`src/rtl/flag_gen_pkg.sv`:
```
package flag_gen_pkg;

    localparam int WORD_W = 16;
    localparam int LANE_W = 8;
    localparam int NIB_W  = 4;
    localparam int CTL_W  = 3;

    typedef struct packed {
        logic ovf;
        logic sgn;
        logic zer;
        logic aux;
        logic par;
        logic cry;
    } arith_flags_t;

    localparam int AFL_W = $bits(arith_flags_t);

    typedef struct packed {
        logic         trap;
        logic         intr;
        logic         dirn;
        arith_flags_t ar;
    } flag_word_t;

    localparam int FLW_W = $bits(flag_word_t);

    typedef struct packed {
        logic cry_raw;
        logic aux_raw;
        logic ovf;
    } carry_info_t;

    function automatic logic even_ones(input logic [LANE_W-1:0] v);
        return ~(^v);
    endfunction

endpackage

```
`src/rtl/flag_adder.sv`:
```
module flag_adder
    import flag_gen_pkg::*;
#(
    parameter int DW = WORD_W,
    parameter int LW = LANE_W,
    parameter int NW = NIB_W
) (
    input  logic          clk,
    input  logic          rst,
    input  logic [DW-1:0] a,
    input  logic [DW-1:0] b,
    input  logic          cin,
    input  logic          sub,
    input  logic          wide,
    output logic [DW-1:0] res,
    output carry_info_t   cinfo
);
    localparam int LANES = DW / LW;

    logic [DW-1:0] b_eff;
    logic          c0;
    logic [LANES:0] chain;
    logic [DW-1:0] sum_raw;
    logic [NW:0]   nib_sum;

    assign b_eff    = sub ? ~b : b;
    assign c0       = sub ? ~cin : cin;
    assign chain[0] = c0;

    for (genvar i = 0; i < LANES; i++) begin : g_lane
        logic [LW:0] lane_sum;
        assign lane_sum = {1'b0, a[i*LW +: LW]} + {1'b0, b_eff[i*LW +: LW]}
                        + {{LW{1'b0}}, chain[i]};
        assign sum_raw[i*LW +: LW] = lane_sum[LW-1:0];
        assign chain[i+1]          = lane_sum[LW];
    end

    assign nib_sum = {1'b0, a[NW-1:0]} + {1'b0, b_eff[NW-1:0]} + {{NW{1'b0}}, c0};

    logic a_top, b_top, r_top;

    always_comb begin
        if (wide) begin
            res   = sum_raw;
            a_top = a[DW-1];
            b_top = b_eff[DW-1];
            r_top = sum_raw[DW-1];
            cinfo.cry_raw = chain[LANES];
        end else begin
            res   = {{(DW-LW){1'b0}}, sum_raw[LW-1:0]};
            a_top = a[LW-1];
            b_top = b_eff[LW-1];
            r_top = sum_raw[LW-1];
            cinfo.cry_raw = chain[1];
        end
        cinfo.aux_raw = nib_sum[NW];
        cinfo.ovf     = (a_top == b_top) && (r_top != a_top);
    end

    p_narrow_hi_r1: assert property (@(posedge clk) disable iff (rst)
        !wide |-> res[DW-1:LW] == '0)
        else $error("narrow result upper byte not zero");

endmodule

```
`src/rtl/flag_eval.sv`:
```
module flag_eval
    import flag_gen_pkg::*;
#(
    parameter int DW = WORD_W,
    parameter int LW = LANE_W
) (
    input  logic          clk,
    input  logic          rst,
    input  logic [DW-1:0] res,
    input  logic          wide,
    input  logic          sub,
    input  carry_info_t   cinfo,
    output arith_flags_t  fl
);
    always_comb begin
        fl.cry = cinfo.cry_raw ^ sub;
        fl.aux = cinfo.aux_raw ^ sub;
        fl.ovf = cinfo.ovf;
        fl.par = even_ones(res[LW-1:0]);
        fl.sgn = wide ? res[DW-1] : res[LW-1];
        fl.zer = wide ? (res == '0) : (res[LW-1:0] == '0);
    end

    p_zero_sign_r5: assert property (@(posedge clk) disable iff (rst)
        fl.zer |-> !fl.sgn)
        else $error("zero and sign both set");

endmodule

```
`src/rtl/flag_store.sv`:
```
module flag_store
    import flag_gen_pkg::*;
(
    input  logic             clk,
    input  logic             rst,
    input  logic             flag_we,
    input  logic             ctl_we,
    input  logic [CTL_W-1:0] ctl_in,
    input  arith_flags_t     fl_in,
    output flag_word_t       q
);
    always_ff @(posedge clk) begin
        if (rst) begin
            q <= '0;
        end else begin
            if (flag_we) q.ar <= fl_in;
            if (ctl_we)  {q.trap, q.intr, q.dirn} <= ctl_in;
        end
    end

    p_reset_r10: assert property (@(posedge clk)
        rst |=> q == '0)
        else $error("reset did not clear register");

    p_load_r8: assert property (@(posedge clk) disable iff (rst)
        flag_we |=> q.ar == $past(fl_in))
        else $error("arith flags not loaded");

    p_ctl_keep_r8: assert property (@(posedge clk) disable iff (rst)
        !ctl_we |=> {q.trap, q.intr, q.dirn} == $past({q.trap, q.intr, q.dirn}))
        else $error("control bits changed without enable");

    p_ctl_load_r9: assert property (@(posedge clk) disable iff (rst)
        ctl_we |=> {q.trap, q.intr, q.dirn} == $past(ctl_in))
        else $error("control bits not loaded");

    p_hold_r9: assert property (@(posedge clk) disable iff (rst)
        (!flag_we && !ctl_we) |=> $stable(q))
        else $error("register changed with no enable");

endmodule

```
`src/rtl/flag_gen_top.sv`:
```
module flag_gen_top
    import flag_gen_pkg::*;
(
    input  logic              clk,
    input  logic              rst,
    input  logic [WORD_W-1:0] op_a,
    input  logic [WORD_W-1:0] op_b,
    input  logic              carry_in,
    input  logic              do_sub,
    input  logic              wide,
    input  logic              flag_we,
    input  logic              ctl_we,
    input  logic [CTL_W-1:0]  ctl_in,
    output logic [WORD_W-1:0] result,
    output logic [AFL_W-1:0]  flags_now,
    output logic [FLW_W-1:0]  flag_reg
);
    carry_info_t  cinfo;
    arith_flags_t fl;
    flag_word_t   q;

    flag_adder #(.DW(WORD_W), .LW(LANE_W), .NW(NIB_W)) u_add (
        .clk(clk), .rst(rst), .a(op_a), .b(op_b), .cin(carry_in),
        .sub(do_sub), .wide(wide), .res(result), .cinfo(cinfo)
    );

    flag_eval #(.DW(WORD_W), .LW(LANE_W)) u_eval (
        .clk(clk), .rst(rst), .res(result), .wide(wide), .sub(do_sub),
        .cinfo(cinfo), .fl(fl)
    );

    flag_store u_reg (
        .clk(clk), .rst(rst), .flag_we(flag_we), .ctl_we(ctl_we),
        .ctl_in(ctl_in), .fl_in(fl), .q(q)
    );

    assign flags_now = fl;
    assign flag_reg  = q;

    p_sign_r6: assert property (@(posedge clk) disable iff (rst)
        !wide |-> flags_now[4] == result[LANE_W-1])
        else $error("byte sign mismatch");

endmodule

```
`config.mk`:
```
export PLATFORM = sky130hd
export DESIGN_NAME = flag_gen_top
export DESIGN_NICKNAME = d
export VERILOG_FILES = /design/src/rtl/flag_gen_pkg.sv /design/src/rtl/flag_adder.sv /design/src/rtl/flag_eval.sv /design/src/rtl/flag_store.sv /design/src/rtl/flag_gen_top.sv
export SDC_FILE = /design/constraint.sdc
export NUM_CORES = 1
export LEC_CHECK = 0
export BUFFER_PORTS_ARGS = -buffer_cell sky130_fd_sc_hd__buf_4
export CAP_MARGIN = 20
export CORE_ASPECT_RATIO = 1.5
export CORE_MARGIN = 2
export CORE_UTILIZATION = 51
export CTS_BUF_LIST = sky130_fd_sc_hd__clkbuf_2
export CTS_CLUSTER_SIZE = 25
export DETAILED_ROUTE_END_ITERATION = 8
export GPL_ROUTABILITY_DRIVEN = 0
export PLACE_DENSITY_LB_ADDON = 0.15
export SYNTH_ARGS = -nofsm -noshare
export SYNTH_HDL_FRONTEND = slang
export SYNTH_HIERARCHICAL = 1
export SYNTH_SLANG_ARGS = --single-unit
```
`constraint.sdc`:
```
create_clock -name clk -period 7.7 [get_ports clk]
set_input_delay 1.155 -clock clk [delete_from_list [all_inputs] [get_ports clk]]
set_output_delay 1.155 -clock clk [all_outputs]
set_load 0.01 [all_outputs]
```
* Yosys cells after proc, flatten, opt, wreduce, memory -nomap -nowiden
Index checks and enable logic that the tools add are counted.
Word-level totals: output and inout port bits 31, input port bits 42, logic and storage cells 35, bits in registers 9
Cells by class: bitwise logic cells 5, $add $sub $neg 6, reduce and logical (&&, ||, !) cells 4, muxes and demuxes 9, equal/unequal tests 2
Operators by type and width (number):
- 16-bit two-way mux | 2
- 8-bit by 8-bit adder with 9-bit output | 2
- 9-bit by 1-bit adder with 9-bit output | 2
- 16-bit logical NOT | 1
- 16-bit NOT | 1
- 8-bit logical NOT | 1
- 8-bit XOR reduction | 1
- 1-bit two-way mux | 7
- 4-bit by 4-bit adder with 5-bit output | 1
- 5-bit by 1-bit adder with 5-bit output | 1
- 1-bit NOT | 2
- 1-bit bitwise XOR | 2
- 1-bit equality test | 1
- 1-bit logical AND | 1
- 1-bit != test | 1

* Depth between registers and ports, before layout
depth after elaboration 8, gate-level depth with buffers 21, gate-level depth less buffers 19

* Cells and area by module
The synthesis kept the hierarchy.
Modules (own cells, without submodules):
- flag_adder | cells an instance 119, area each 913.4 sq um, instances 1
- flag_store | cells an instance 29, area each 320.3 sq um, instances 1
- flag_eval | cells an instance 25, area each 177.7 sq um, instances 1

* Least setup slack after synthesis
OpenSTA, ideal clock, no wires.
path type input to output, start point input do_sub, end point output flags_now[3], data arrival time 4.958 ns, stages on the path 19, path buffers 2, slack 1.587 ns, cells stage by stage buf_2 buf_2 xnor2_1 fa_1 fa_1 nor2b_1 o21ai_1 a21oi_1 o41a_1 fa_1 fa_1 a21o_1 a21oi_1 o21ai_1 nor2b_1 a211oi_1 nor4_2 nand2_1 a21oi_2
On the way: longest elaborated chain between the ends 7, elaborated cells on any way between the ends 10
RTL lines:
- from (decl) | RTL line flag_gen_top.sv:9 | input logic do_sub,
- 16-bit two-way mux | RTL line flag_adder.sv:26 | assign b_eff = sub ? ~b : b;
- 8-bit by 8-bit adder with 9-bit output | RTL line flag_adder.sv:32 | assign lane_sum = {1'b0, a[i*LW +: LW]} + {1'b0, b_eff[i*LW +: LW]}
- 9-bit by 1-bit adder with 9-bit output | RTL line flag_adder.sv:33 | + {{LW{1'b0}}, chain[i]};
- 9-bit by 1-bit adder with 9-bit output (*) | RTL line flag_adder.sv:33
- 16-bit two-way mux (*) | RTL line flag_adder.sv:43 | if (wide) begin
- named net result[14] | RTL line flag_gen_top.sv:14 | output logic [WORD_W-1:0] result,
- 16-bit logical NOT (*) | RTL line flag_eval.sv:21 | fl.zer = wide ? (res == '0) : (res[LW-1:0] == '0);
- 1-bit two-way mux (*) | RTL line flag_eval.sv:21
- to (decl) | RTL line flag_gen_top.sv:15 | output logic [AFL_W-1:0] flags_now,
Mark *: on every way through the listed nets, which the timed path passes. The rest lies on a longest branch.

* Worst setup path in the final report
start point input do_sub, end point output flags_now[3]
On the way: longest elaborated chain between the ends 7, elaborated cells on any way between the ends 10
RTL lines (RTL line):
- 16-bit two-way mux | flag_adder.sv:26
- 8-bit by 8-bit adder with 9-bit output | flag_adder.sv:32
- 9-bit by 1-bit adder with 9-bit output (2 in a row) | flag_adder.sv:33
- 16-bit two-way mux (*) | flag_adder.sv:43
- 16-bit logical NOT | flag_eval.sv:21
- 1-bit two-way mux (*) | flag_eval.sv:21
Every way passes the cells marked *; elsewhere a longest branch is shown, timed or not.

==> results_dict.tcl <==
set metrics [dict create \
    drt_iter0_markers 19 \
    yosysWarningCount 6 \
    setup_slack_ps 1522 \
    ioPinCount 73 \
    hold_violations 0 \
    p_total_uw 365.7 \
    portBuffers 72 \
    final.min_clock_period_ps 6178 \
    avgViaCountPerCell 5.043 \
    synth-seq-cells 9 \
    ys_async_sr_fraction 0 \
    die_w_um 46.95 \
    synth_top_area_share 0.1596 \
    holdPathStages 2 \
    end_kind "primary output" \
    fillCellCount 231 \
    skew_ps 0 \
    critPathMaxFanout 19 \
    syn2layout_area_growth_pct 40.60 \
    overflow 0 \
    htree_levels 1 \
    fin_util 0.7495 \
    numCtsBuffers 3 \
    drc 0 \
    synth_common_cells "nor2_1, xor2_1, ha_1" \
    initial_utilization 0.5331 \
    r2r_slack_ps 7080 \
    cts_setup_buffers 0 \
    die_h_um 68.43 \
    postSynthCellCount 173 \
    avgSynthCellArea_sq_um 8.158 \
    min_to "u_reg/q[7]" \
    cts_hold_buffers 0 \
    first_pass_iters 4 \
    top_regs "u_reg/q (9)" \
    maxCapViolations 0 \
    worstPathRequired_ps 6550 \
    netlist-cell-type-count 39 \
    cts_sinks 9 \
    largest_reg_flops 9 \
    worstMarginPinSlew_ps 412.7 \
    synth_top_cell_by_area "ha_1" \
    antenna_left 0 \
    hold_start "u_reg/q[7]" \
    grt.total_usage 0.2177 \
    clock_latency_ps 230 \
    crit_type "input port to primary output" \
    routedWlPerCell_um 11.53 \
    netlist_area_sq_mm 0.001411 \
    worstPathArrival_ps 5020 \
    slew_headroom 0.7218 \
    antenna_found_initial 0 \
    reg2reg_from "u_reg/q[6]" \
    worstReg2RegEnd "u_reg/q[6]" \
    synth-edff-count 0 \
    grt_pass1_wl_mm 5.119 \
    vias 1417 \
    routed_wl_mm 3.241 \
    cts_buffer_depth 2 \
    synth_most_common_cell "nor2_1" \
    grt_pass1_vias 1303 \
    cts-root-buf "clkbuf_2" \
    ir_drop_mv 0.1614 \
    status "completed" \
    period_share 0.8023 \
    synthTopCellsByArea "ha_1, xor2_1, dfxtp_1, mux2i_1, nor2_1" \
    rows 23 \
    fin_nets 309 \
    ys.flop_type "dfxtp_1" \
    drv_slew 0 \
    diodes 0 \
    dpl.hpwl_mm 2.903 \
    syn-num-nets 237 \
    cts_resized 0 \
    grt_setup_unrepaired "no" \
    seq_area_frac_synth 0.1277 \
    drive_gt1_frac 0.3525 \
    core-area_sq_mm 0.002648 \
    grt_max_degree 20 \
    top_register "u_reg/q" \
    crit_path_start_kind "input port" \
    max_freq_mhz 161.9 \
    die-area_sq_mm 0.003213 \
    setup_violations 0 \
    fin_tns_setup_ps 0 \
    leakagePower_nw 1.031 \
    rr_worst_depth 2 \
    place_ws_ps 1509 \
    hold_path.class "flip-flop to flip-flop" \
    power.density_mw_per_mm2 184.3 \
    clk_pin_slew_ps 80 \
    cts_tree "done" \
]
-- critical path, cell delays in order --
cell and delay [ps]:
buf_4 280, xnor2_1 190, fa_1 240, fa_1 220
nor2b_1 60, o21ai_1 180, a21oi_1 130, o41a_1 370
fa_1 410, fa_1 410, a21o_1 200, a21oi_1 270
o21ai_1 80, nor2b_1 140, a211oi_1 330, nor4_2 70
nand2_1 80, a21oi_2 60, buf_4 140
-- power breakdown --
part / internal [mW] / leakage (nW) / switching [mW]
Combinational: 0.145 / 0.940 / 0.138
Sequential: 0.0518 / 0.0740 / 0.00252
Clock: 0.0138 / 0.0166 / 0.0148
Total: 0.211 / 1.03 / 0.155
-- per-layer routing --
metal | vias up | track usage | share of wire
met2 | 50 | 0.4178 | 0.55
met3 | 4 | 0.02375 | 0.058
met1 | 640 | 0.2150 | 0.38
li1 | 723 | - | -
met5 | - | 0 | 0
met4 | 0 | 0.1111 | 0.015
-- through the flow --
step	std cells	hold slack, ps	area (sq um)
6_report	281	496.6	1984
5_1_grt	281	541.1	1984
4_1_cts	281	507.9	1984
3_5_place_dp	277	488.4	1964
3_3_place_gp	277	473.0	1964
2_1_floorplan	173	531.2	1411
-- cell families (layout without fill, tap and decap cells) --
kind of cell	count (synthesis)	after routing	share of synthesized area
DFF	9	9	0.1277
and+or+nand+nor	46	46	0.1613
adders and majority gates	22	22	0.2163
AOI/OAI and AO/OA	31	31	0.1481
buffers and inverters	23	94	0.07181
muxes	10	10	0.07092
xor gates and xnor gates	32	32	0.2039
-- worst max-delay path by stage --
stage	from	to	slack (ps)	depth (start not counted)
finish	do_sub	flags_now[3]	1520	19
global route	do_sub	flags_now[3]	1180	19
CTS	do_sub	flags_now[3]	1510	19
detailed placement	do_sub	flags_now[3]	1510	19
global placement	do_sub	flags_now[3]	1640	19
floorplan	do_sub	flags_now[3]	1590	19
-- cell usage in the layout, fill, tap and decap left out, types with 2 or more instances in the layout --
| cell type | synthesis | routed |
|---|---|---|
| a211oi_1 | 3 | 3 |
| a21oi_1 | 6 | 6 |
| a21oi_2 | 2 | 2 |
| and2_1 | 3 | 3 |
| buf_4 | 1 | 72 |
| clkbuf_2 | 1 | 4 |
| dfxtp_1 | 9 | 9 |
| fa_1 | 4 | 4 |
| ha_1 | 18 | 18 |
| inv_1 | 16 | 16 |
| inv_2 | 2 | 2 |
| mux2i_1 | 10 | 10 |
| nand2_1 | 4 | 4 |
| nand2b_1 | 4 | 4 |
| nor2_1 | 26 | 26 |
| nor2b_1 | 2 | 2 |
| o21ai_0 | 5 | 5 |
| o21ai_1 | 6 | 6 |
| xnor2_1 | 10 | 10 |
| xor2_1 | 21 | 21 |
-- cell type report --
type,count,area (sq um),share of cell area
Clock buffer,4,20.02,0.01009
Multi-Input combinational cell,141,1130,0.5694
Timing Repair Buffer,72,540.5,0.2724
Inverter,18,67.56,0.03405
Tap cell,37,46.29,0.02333
Sequential cell,9,180.2,0.09079
No activity file was read; power rests on OpenSTA's default activity.
